### src/rtl/isa_ide_pkg.sv
package isa_ide_pkg;
  typedef enum logic [2:0] {
    REG_NONE,
    REG_DATA,
    REG_TASK,
    REG_HIGH,
    REG_SPARE
  } reg_kind_e;

  typedef enum logic [1:0] {
    OP_RD_WORD,
    OP_RD_BYTE,
    OP_WR
  } drv_op_e;
endpackage

### src/rtl/isa_ide_decode.sv
module isa_ide_decode
  import isa_ide_pkg::*;
#(
  parameter int ADDR_W = 10
) (
  input  logic [ADDR_W-1:0] addr_i,
  input  logic              aen_i,
  input  logic [ADDR_W-5:0] base_i,
  input  logic              toggle_mode_i,
  output reg_kind_e         kind_o
);
  always_comb begin
    kind_o = REG_NONE;
    if (!aen_i && addr_i[ADDR_W-1:4] == base_i) begin
      if (addr_i[3:0] == 4'h0)                      kind_o = REG_DATA;
      else if (!addr_i[3])                          kind_o = REG_TASK;
      else if (addr_i[2:0] == 3'd0 && !toggle_mode_i) kind_o = REG_HIGH;
      else                                          kind_o = REG_SPARE;
    end
  end
endmodule

### src/rtl/isa_ide_drv_seq.sv
module isa_ide_drv_seq #(
  parameter int SETUP_CYC = 2,
  parameter int PULSE_CYC = 3
) (
  input  logic        clk_i,
  input  logic        rst_ni,
  input  logic        start_i,
  input  logic        wr_i,
  input  logic [2:0]  da_i,
  input  logic [15:0] wdata_i,
  input  logic [15:0] ide_rdata_i,
  output logic        cs_o,
  output logic [2:0]  da_o,
  output logic        dior_o,
  output logic        diow_o,
  output logic [15:0] wdata_o,
  output logic        done_o,
  output logic [15:0] rdata_o
);
  localparam int MAX_CYC = (SETUP_CYC > PULSE_CYC) ? SETUP_CYC : PULSE_CYC;
  localparam int CNT_W   = $clog2(MAX_CYC + 1);

  typedef enum logic [1:0] {SQ_IDLE, SQ_SETUP, SQ_PULSE} sq_e;

  sq_e              st_q;
  logic [CNT_W-1:0] cnt_q;
  logic             wr_q;

  always_ff @(posedge clk_i or negedge rst_ni) begin
    if (!rst_ni) begin
      st_q    <= SQ_IDLE;
      cnt_q   <= '0;
      wr_q    <= 1'b0;
      da_o    <= '0;
      wdata_o <= '0;
    end else begin
      unique case (st_q)
        SQ_IDLE: if (start_i) begin
          st_q    <= SQ_SETUP;
          cnt_q   <= '0;
          wr_q    <= wr_i;
          da_o    <= da_i;
          wdata_o <= wdata_i;
        end
        SQ_SETUP: begin
          if (cnt_q == CNT_W'(SETUP_CYC - 1)) begin
            st_q  <= SQ_PULSE;
            cnt_q <= '0;
          end else cnt_q <= cnt_q + 1'b1;
        end
        SQ_PULSE: begin
          if (done_o) st_q <= SQ_IDLE;
          else        cnt_q <= cnt_q + 1'b1;
        end
        default: st_q <= SQ_IDLE;
      endcase
    end
  end

  assign cs_o    = (st_q != SQ_IDLE);
  assign dior_o  = (st_q == SQ_PULSE) && !wr_q;
  assign diow_o  = (st_q == SQ_PULSE) && wr_q;
  assign done_o  = (st_q == SQ_PULSE) && (cnt_q == CNT_W'(PULSE_CYC - 1));
  assign rdata_o = ide_rdata_i;
endmodule

### src/rtl/isa_ide_bridge.sv
module isa_ide_bridge
  import isa_ide_pkg::*;
#(
  parameter int ADDR_W    = 10,
  parameter int SETUP_CYC = 2,
  parameter int PULSE_CYC = 3
) (
  input  logic              clk_i,
  input  logic              rst_ni,
  input  logic              toggle_mode_i,
  input  logic [ADDR_W-5:0] base_i,
  input  logic [ADDR_W-1:0] host_addr_i,
  input  logic              host_aen_i,
  input  logic              host_ior_i,
  input  logic              host_iow_i,
  input  logic [7:0]        host_wdata_i,
  output logic [7:0]        host_rdata_o,
  output logic              host_rdy_o,
  output logic              ide_cs0_o,
  output logic [2:0]        ide_da_o,
  output logic              ide_dior_o,
  output logic              ide_diow_o,
  output logic [15:0]       ide_wdata_o,
  input  logic [15:0]       ide_rdata_i
);
  typedef enum logic [1:0] {H_IDLE, H_WAIT, H_DONE} hst_e;

  reg_kind_e   kind;
  hst_e        hst_q;
  drv_op_e     op_q, op_d;
  logic        req, req_q, start, is_rd;
  logic        phase_q;
  logic [7:0]  hi_q;
  logic [7:0]  rdata_q;
  logic        seq_start, seq_wr, seq_done;
  logic [2:0]  seq_da;
  logic [15:0] seq_wd, seq_rd;

  isa_ide_decode #(.ADDR_W(ADDR_W)) u_dec (
    .addr_i        (host_addr_i),
    .aen_i         (host_aen_i),
    .base_i        (base_i),
    .toggle_mode_i (toggle_mode_i),
    .kind_o        (kind)
  );

  assign req   = host_ior_i | host_iow_i;
  assign is_rd = host_ior_i;
  assign start = (hst_q == H_IDLE) && req && !req_q && (kind != REG_NONE);

  // decide whether this host byte needs the drive
  always_comb begin
    seq_start = 1'b0;
    seq_wr    = !is_rd;
    seq_da    = host_addr_i[2:0];
    seq_wd    = {hi_q, host_wdata_i};
    op_d      = is_rd ? OP_RD_WORD : OP_WR;
    if (start) begin
      unique case (kind)
        REG_DATA: seq_start = !toggle_mode_i || (is_rd ? !phase_q : phase_q);
        REG_TASK: begin
          seq_start = 1'b1;
          seq_wd    = {8'h00, host_wdata_i};
          op_d      = is_rd ? OP_RD_BYTE : OP_WR;
        end
        default: ;
      endcase
    end
  end

  isa_ide_drv_seq #(.SETUP_CYC(SETUP_CYC), .PULSE_CYC(PULSE_CYC)) u_seq (
    .clk_i       (clk_i),
    .rst_ni      (rst_ni),
    .start_i     (seq_start),
    .wr_i        (seq_wr),
    .da_i        (seq_da),
    .wdata_i     (seq_wd),
    .ide_rdata_i (ide_rdata_i),
    .cs_o        (ide_cs0_o),
    .da_o        (ide_da_o),
    .dior_o      (ide_dior_o),
    .diow_o      (ide_diow_o),
    .wdata_o     (ide_wdata_o),
    .done_o      (seq_done),
    .rdata_o     (seq_rd)
  );

  always_ff @(posedge clk_i or negedge rst_ni) begin
    if (!rst_ni) begin
      hst_q   <= H_IDLE;
      op_q    <= OP_WR;
      req_q   <= 1'b0;
      phase_q <= 1'b0;
      hi_q    <= '0;
      rdata_q <= '0;
    end else begin
      req_q <= req;
      unique case (hst_q)
        H_IDLE: if (start) begin
          op_q  <= op_d;
          hst_q <= seq_start ? H_WAIT : H_DONE;
          unique case (kind)
            REG_DATA: begin
              if (toggle_mode_i) phase_q <= ~phase_q;
              if (!seq_start) begin
                if (is_rd) rdata_q <= hi_q;
                else       hi_q    <= host_wdata_i;
              end
            end
            REG_TASK: phase_q <= 1'b0;
            REG_HIGH: begin
              if (is_rd) rdata_q <= hi_q;
              else       hi_q    <= host_wdata_i;
            end
            REG_SPARE: begin
              phase_q <= 1'b0;
              if (is_rd) rdata_q <= 8'hFF;
            end
            default: ;
          endcase
        end
        H_WAIT: if (seq_done) begin
          hst_q <= H_DONE;
          unique case (op_q)
            OP_RD_WORD: begin
              rdata_q <= seq_rd[7:0];
              hi_q    <= seq_rd[15:8];
            end
            OP_RD_BYTE: rdata_q <= seq_rd[7:0];
            default: ;
          endcase
        end
        H_DONE: if (!req) hst_q <= H_IDLE;
        default: hst_q <= H_IDLE;
      endcase
    end
  end

  assign host_rdy_o   = (hst_q == H_DONE);
  assign host_rdata_o = rdata_q;
endmodule

### config.mk
export PLATFORM = sky130hd
export DESIGN_NAME = isa_ide_bridge
export DESIGN_NICKNAME = d
export VERILOG_FILES = /design/src/rtl/isa_ide_pkg.sv /design/src/rtl/isa_ide_decode.sv /design/src/rtl/isa_ide_drv_seq.sv /design/src/rtl/isa_ide_bridge.sv
export SDC_FILE = /design/constraint.sdc
export NUM_CORES = 1
export LEC_CHECK = 0
export CAP_MARGIN = 15
export CORE_AREA = 2 2 81 83
export CTS_CLUSTER_DIAMETER = 120
export DETAILED_ROUTE_END_ITERATION = 8
export DIE_AREA = 0 0 83 85
export PLACE_DENSITY = 0.85
export RECOVER_POWER = 100
export SLEW_MARGIN = 25
export SYNTH_ARGS = -nofsm -noshare
export SYNTH_HDL_FRONTEND = slang
export SYNTH_HIERARCHICAL = 1
export SYNTH_SLANG_ARGS = --single-unit
### constraint.sdc
create_clock -name clk_i -period 4.3 [get_ports clk_i]
set_clock_uncertainty 0.2 [all_clocks]
set_input_delay 1.075 -clock clk_i [delete_from_list [all_inputs] [get_ports clk_i]]
set_output_delay 1.075 -clock clk_i [all_outputs]
set_load 0.02 [all_outputs]
# Word-level counts from Yosys, hierarchy flattened
# Cells that the tools add are included.
# totals
reg_bits	46
output_inout_bits	31
elab_cells	117
# classes
addsub	1
n_eq_ne	26
bitwise	2
mux	42
reduce_logical	35
# op_table
op	n
8-bit two-way mux	11
8-bit one-hot mux with 2 select lines	3
16-bit two-way mux	2
2-bit two-way mux	13
8-bit one-hot mux with 3 select lines	1
2-bit != test, second input constant	9
2-bit one-hot mux with 3 select lines	3
3-bit two-way mux	4
3-bit AND reduction	3
2-bit by 1-bit equality test with 1-bit output, second input constant	4
1-bit logical AND	8
7-bit AND reduction	1
2-bit equality test, second input constant	3
3-bit by 2-bit equality test with 1-bit output, second input constant	2
6-bit equality test	1
1-bit logical NOT	6
2-bit logical NOT	3
3-bit != test, second input constant	2
6-bit AND reduction	1
2-bit nonzero test	3
3-bit nonzero test	2
4-bit logical NOT	1
4-bit by 1-bit != test with 1-bit output, second input constant	1
1-bit one-hot mux with 2 select lines	2
other kinds (13)	17

# Longest topological paths before layout
# depth
depth_word	13
depth_mapped	10
mapped_depth_nobuf	10

# By module
# The synthesis kept the hierarchy.
# by_module_without_submodules
module	n_inst	cells_per_inst	area_each_um2
isa_ide_drv_seq	1	92	1322.5
isa_ide_bridge	1	134	1275.0
isa_ide_decode	1	14	126.4

# Worst setup path after synthesis
# No wires, ideal clock.
# synth_timing
kind	in2reg
from	input port base_i[2]
to	register u_seq.st_q[1]
path_stages	10
setup_slack_ns	0.237
required_ns	3.972
arrival_ns	3.735
path_cell_list	xor2_1 > or4_4 > nor3_1 > nor3_1 > or3_1 > nor3_2 > o21a_1 > nor2b_4 > nor3_4 > mux2_1
# synth_between
elab_chain_len	8
word_cells_on_any_way	11
cone_classes	eq/ne (4); mux (3); reduce/logical (4)
# synth_rtl
element	line_no	source
from (decl)	isa_ide_bridge.sv:11	input logic [ADDR_W-5:0] base_i,
6-bit equality test (*)	isa_ide_decode.sv:14	if (!aen_i && addr_i[ADDR_W-1:4] == base_i) begin
1-bit logical AND (*)	isa_ide_decode.sv:14	
3-bit two-way mux (*)	isa_ide_decode.sv:14	
via kind[1]	isa_ide_bridge.sv:28	reg_kind_e kind;
3-bit by 2-bit equality test with 1-bit output, or another cell as far along	isa_ide_bridge.sv:59	unique case (kind)
1-bit one-hot mux with 2 select lines or 1-bit logical AND (tied branches)	isa_ide_bridge.sv:59, isa_ide_bridge.sv:49	
1-bit two-way mux (*)	isa_ide_bridge.sv:58	if (start) begin
via seq_start	isa_ide_bridge.sv:35	logic seq_start, seq_wr, seq_done;
2-bit != test (no line) (*)	-	
3-bit AND reduction (no line) (*)	-	
to (signal assigned)	isa_ide_drv_seq.sv:47	st_q <= SQ_PULSE;
to (signal assigned)	isa_ide_drv_seq.sv:52	if (done_o) st_q <= SQ_IDLE;
to (signal assigned)	isa_ide_drv_seq.sv:55	default: st_q <= SQ_IDLE;
to (decl)	isa_ide_drv_seq.sv:25	sq_e st_q;
# The timed path passes the listed nets; every way through them passes the cells marked *.
# A chain may end at the register's enable or synchronous reset.

# Worst setup path in the final report
# layout_timing
from	input port base_i[2]
to	register rdata_q[0] (netlist: host_rdata_o[0])
# layout_between
elab_chain_len	8
word_cells_on_any_way	19
cone_classes	eq/ne (9); mux (6); reduce/logical (4)
# layout_rtl
element	line_no	source
6-bit equality test (*)	isa_ide_decode.sv:14	
1-bit logical AND (*)	isa_ide_decode.sv:14	
3-bit two-way mux (*)	isa_ide_decode.sv:14	
via kind[2]	isa_ide_bridge.sv:28	
3-bit by 2-bit equality test with 1-bit output, or another cell as far along	isa_ide_bridge.sv:59	
1-bit one-hot mux with 2 select lines or 1-bit logical AND (tied branches)	isa_ide_bridge.sv:59, isa_ide_bridge.sv:49	
1-bit two-way mux	isa_ide_bridge.sv:58	
3-bit != test (no line)	-	
7-bit AND reduction (no line)	-	
to (signal assigned)	isa_ide_bridge.sv:106	if (is_rd) rdata_q <= hi_q;
to (signal assigned)	isa_ide_bridge.sv:112	if (is_rd) rdata_q <= hi_q;
to (signal assigned)	isa_ide_bridge.sv:126	rdata_q <= seq_rd[7:0];
to (decl)	isa_ide_bridge.sv:34	logic [7:0] rdata_q;
# The timed path passes the listed nets; every way through them passes the cells marked *. The select of a mux whose other input is x is not followed.

==> impl_metrics.env <==
export IMPL_status="finished, violations left"
export IMPL_violations="max-capacitance violations, max-slew violations"
export IMPL_ys_ff_latch=46
export IMPL_cts_buffers=5
export IMPL_portBuffers=76
export IMPL_drive_above_1_share_pct=11.2
export IMPL_worst_r2r_endpoint="host_rdata_o[0]"
export IMPL_cts_path_max_buffers=2
export IMPL_worstMarginPinSlew_ps=2410
export IMPL_worst_endpoint_required_ps=4320
export IMPL_cap_violations=1
export IMPL_synth_top_flop_cell="dfrtp_1"
export IMPL_first_iter_violations=52
export IMPL_drtPass1Iterations=4
export IMPL_r2r_start="hst_q[0]"
export IMPL_wirelength_mm=5.75
export IMPL_cts_tree="built"
export IMPL_ioPinCount=77
export IMPL_rsz0062_at_grt="no"
export IMPL_path_delay_family="simple AND/OR/NAND/NOR gates"
export IMPL_irDropWorstVdd_mv=0.304
export IMPL_worstPathCellList="clkdlybuf4s50_1, xor2_1, or4_4, nor3_1, clkbuf_1, nor3b_1, or2_0, o21bai_1, o311a_1, mux2i_1"
export IMPL_dp_worst_setup_slack_ps=-64.6
export IMPL_grt_pass1_wl_mm=9.77
export IMPL_finalCriticalPeriod_ps=4050
export IMPL_cts_hold_buf=0
export IMPL_final_common_cell="dfrtp_1"
export IMPL_fp_row_count=29
export IMPL_clock_latency_ps=290
export IMPL_final_cell_mix="45 x dfrtp_1, 43 x clkdlybuf4s50_1, 32 x dlygate4sd3_1"
export IMPL_syn_avg_cell_area_sq_um=11.3
export IMPL_fmax_mhz=247
export IMPL_relSlewSlack_pct=-60.6
export IMPL_r2r_cells=5
export IMPL_cp_end_kind="flip-flop"
export IMPL_cp_slowest_cell="or4_4"
export IMPL_antenna_found_initial=0
export IMPL_cts_resized=0
export IMPL_worst_path_max_fanout=8
export IMPL_startpoint="base_i[2]"
export IMPL_die_y_microns=85
export IMPL_worstSetupEndpoint="host_rdata_o[0]"
export IMPL_final_core_util_pct=56.6
export IMPL_grt_max_degree=47
export IMPL_cts_htree_levels=2
export IMPL_viasPerCell=5.00
export IMPL_setup_viol=0
export IMPL_clk_pin_slew_worst_paths_ps=80
export IMPL_r2r_slack_ps=1660
export IMPL_ant_nets=0
export IMPL_slew_viol_final=47
export IMPL_crit_type="in -> reg"
export IMPL_ys_types=47
export IMPL_holdWs_ps=297
export IMPL_crit_buf_inv=2
export IMPL_grt_pass1_vias=2083
export IMPL_path_depth=10
export IMPL_num_fill_cells=531
export IMPL_cts_sinks=46
export IMPL_cp_data_arrival_time_ps=4060
export IMPL_gr_total_overflow=0
export IMPL_placed_area_sq_um=3490
export IMPL_p_per_area_nw_per_um2=455
export IMPL_cp_start_kind="input pin"
export IMPL_critPathMaxStageDelay_ps=540
export IMPL_p_leak_nw=1.68
export IMPL_finalPower_mw=1.60
export IMPL_coreArea_sq_um=6200
export IMPL_drc_errors=0
export IMPL_hold_viol=0
export IMPL_yosys_warnings=6
export IMPL_cts_setup_buffers=0
export IMPL_async_flop_share_pct=100
export IMPL_place_gp_congestion=0.823
export IMPL_antenna_cells=0
export IMPL_die_x_microns=83
export IMPL_cts_root_buffer="clkbuf_8"
export IMPL_final_area_sq_um=3510
export IMPL_dieArea_sq_um=7060
export IMPL_fin_ws_ps=254
export IMPL_routedWlPerCell_microns=14.8
export IMPL_hp_class="reg -> reg"
export IMPL_period_share_pct=94.1
export IMPL_area_growth_syn_to_layout_pct=29.0
export IMPL_start_util_pct=43.9
export IMPL_synthesis_area_sq_um=2720
export IMPL_synth_edf_count=0
export IMPL_ys_seq_area_share_pct=42.3
export IMPL_fin_nets=366
export IMPL_grt_total_usage_pct=17.1
export IMPL_via_count=1944
export IMPL_synth_cells=240
export IMPL_syn_nets=294
export IMPL_hpwl_mm=4.53
==> cells in the mapped netlist, types with 2 or more instances <==
library cell  count  share of area, %
xor2_1            3              0.96
dfrtp_1          45                41
nor2b_1           4              0.92
nor2b_4           2               1.0
xnor2_1           4               1.3
mux2i_1          10               3.7
buf_4            16               4.4
o21ai_0           3              0.55
nand2_1          25               3.4
and2_1           10               2.3
a21oi_1           2              0.37
nand2b_1          4              0.92
clkbuf_1          2              0.28
inv_1            16               2.2
nand3_1           3              0.55
o21bai_1          2              0.55
nor2_1            5              0.69
ha_1              8               3.7
or3_1             2              0.46
o22ai_1           8               1.8
nor3b_1           3              0.83
mux2_1           10               4.1
nor3_2            2              0.73
buf_6             6               2.5
nor3_1            3              0.55
mux2_4           21                12
==> worst min path at each step <==
stage,startpoint,to,slack (ps),depth (start not counted)
CTS,u_seq/da_o[2],u_seq/da_o[2],320,1
floorplan,hi_q[0],hi_q[0],280,1
finish,u_seq/wdata_o[7],u_seq/wdata_o[7],300,1
global route,u_seq/wdata_o[6],u_seq/wdata_o[6],320,1
detailed placement,u_seq/wdata_o[3],u_seq/wdata_o[3],290,1
global placement,u_seq/wdata_o[9],u_seq/wdata_o[9],300,1
==> cell families (layout without fill, tap and decap cells) <==
group           count (synthesis)  after routing  synth area share (%)
xor+xnor                        7              7                  2.25
mux                            42             42                  19.8
compound gates                 26             26                  7.58
flops                          46             46                  42.3
simple gates                   71             71                  15.0
buf+inv                        40            112                  9.37
fa+ha+maj                       8              8                  3.67
==> routing by layer <==
layer  vias up  global-route usage, %  routed length [microns]
met5         -                      0                        0
met4         0                   4.92                       80
met3         9                   3.70                      262
met2        63                   30.6                     2970
met1       928                   20.9                     2440
li1        944                      -                        -
==> per-stage QoR <==
step / std cells / TNS (ps)
final: 389 / 0
after global placement: 382 / 0
after CTS: 389 / 0
after global routing: 389 / 0
after floorplan: 240 / 0
after detailed placement: 382 / -1010
==> power breakdown <==
group	switching [mW]	internal, mW
clock	0.136	0.186
combinational	0.336	0.328
sequential	0.0814	0.530
==> area by class of cell <==
| type | count | area [sq um] | share of cell area (%) |
|---|---|---|---|
| multi-input cells | 154 | 1240 | 35.4 |
| flip-flops and latches | 46 | 1150 | 32.8 |
| repair buffers | 89 | 850 | 24.2 |
| well taps | 77 | 96.3 | 2.74 |
| clock buffers | 6 | 82.6 | 2.35 |
| inverters | 16 | 60.1 | 1.71 |
| clock inverters | 1 | 30.0 | 0.854 |
==> state kept, by name, indices dropped and copies added, names as in the netlist, 2 cells and up <==
| signal | flops |
|---|---|
| u_seq/da_o | 3 |
| op_q | 2 |
| hst_q | 2 |
| host_rdata_o | 8 |
| hi_q | 8 |
| u_seq/wdata_o | 16 |
| u_seq/st_q | 2 |
| u_seq/cnt_q | 2 |
(Power assumes the default switching activity.)
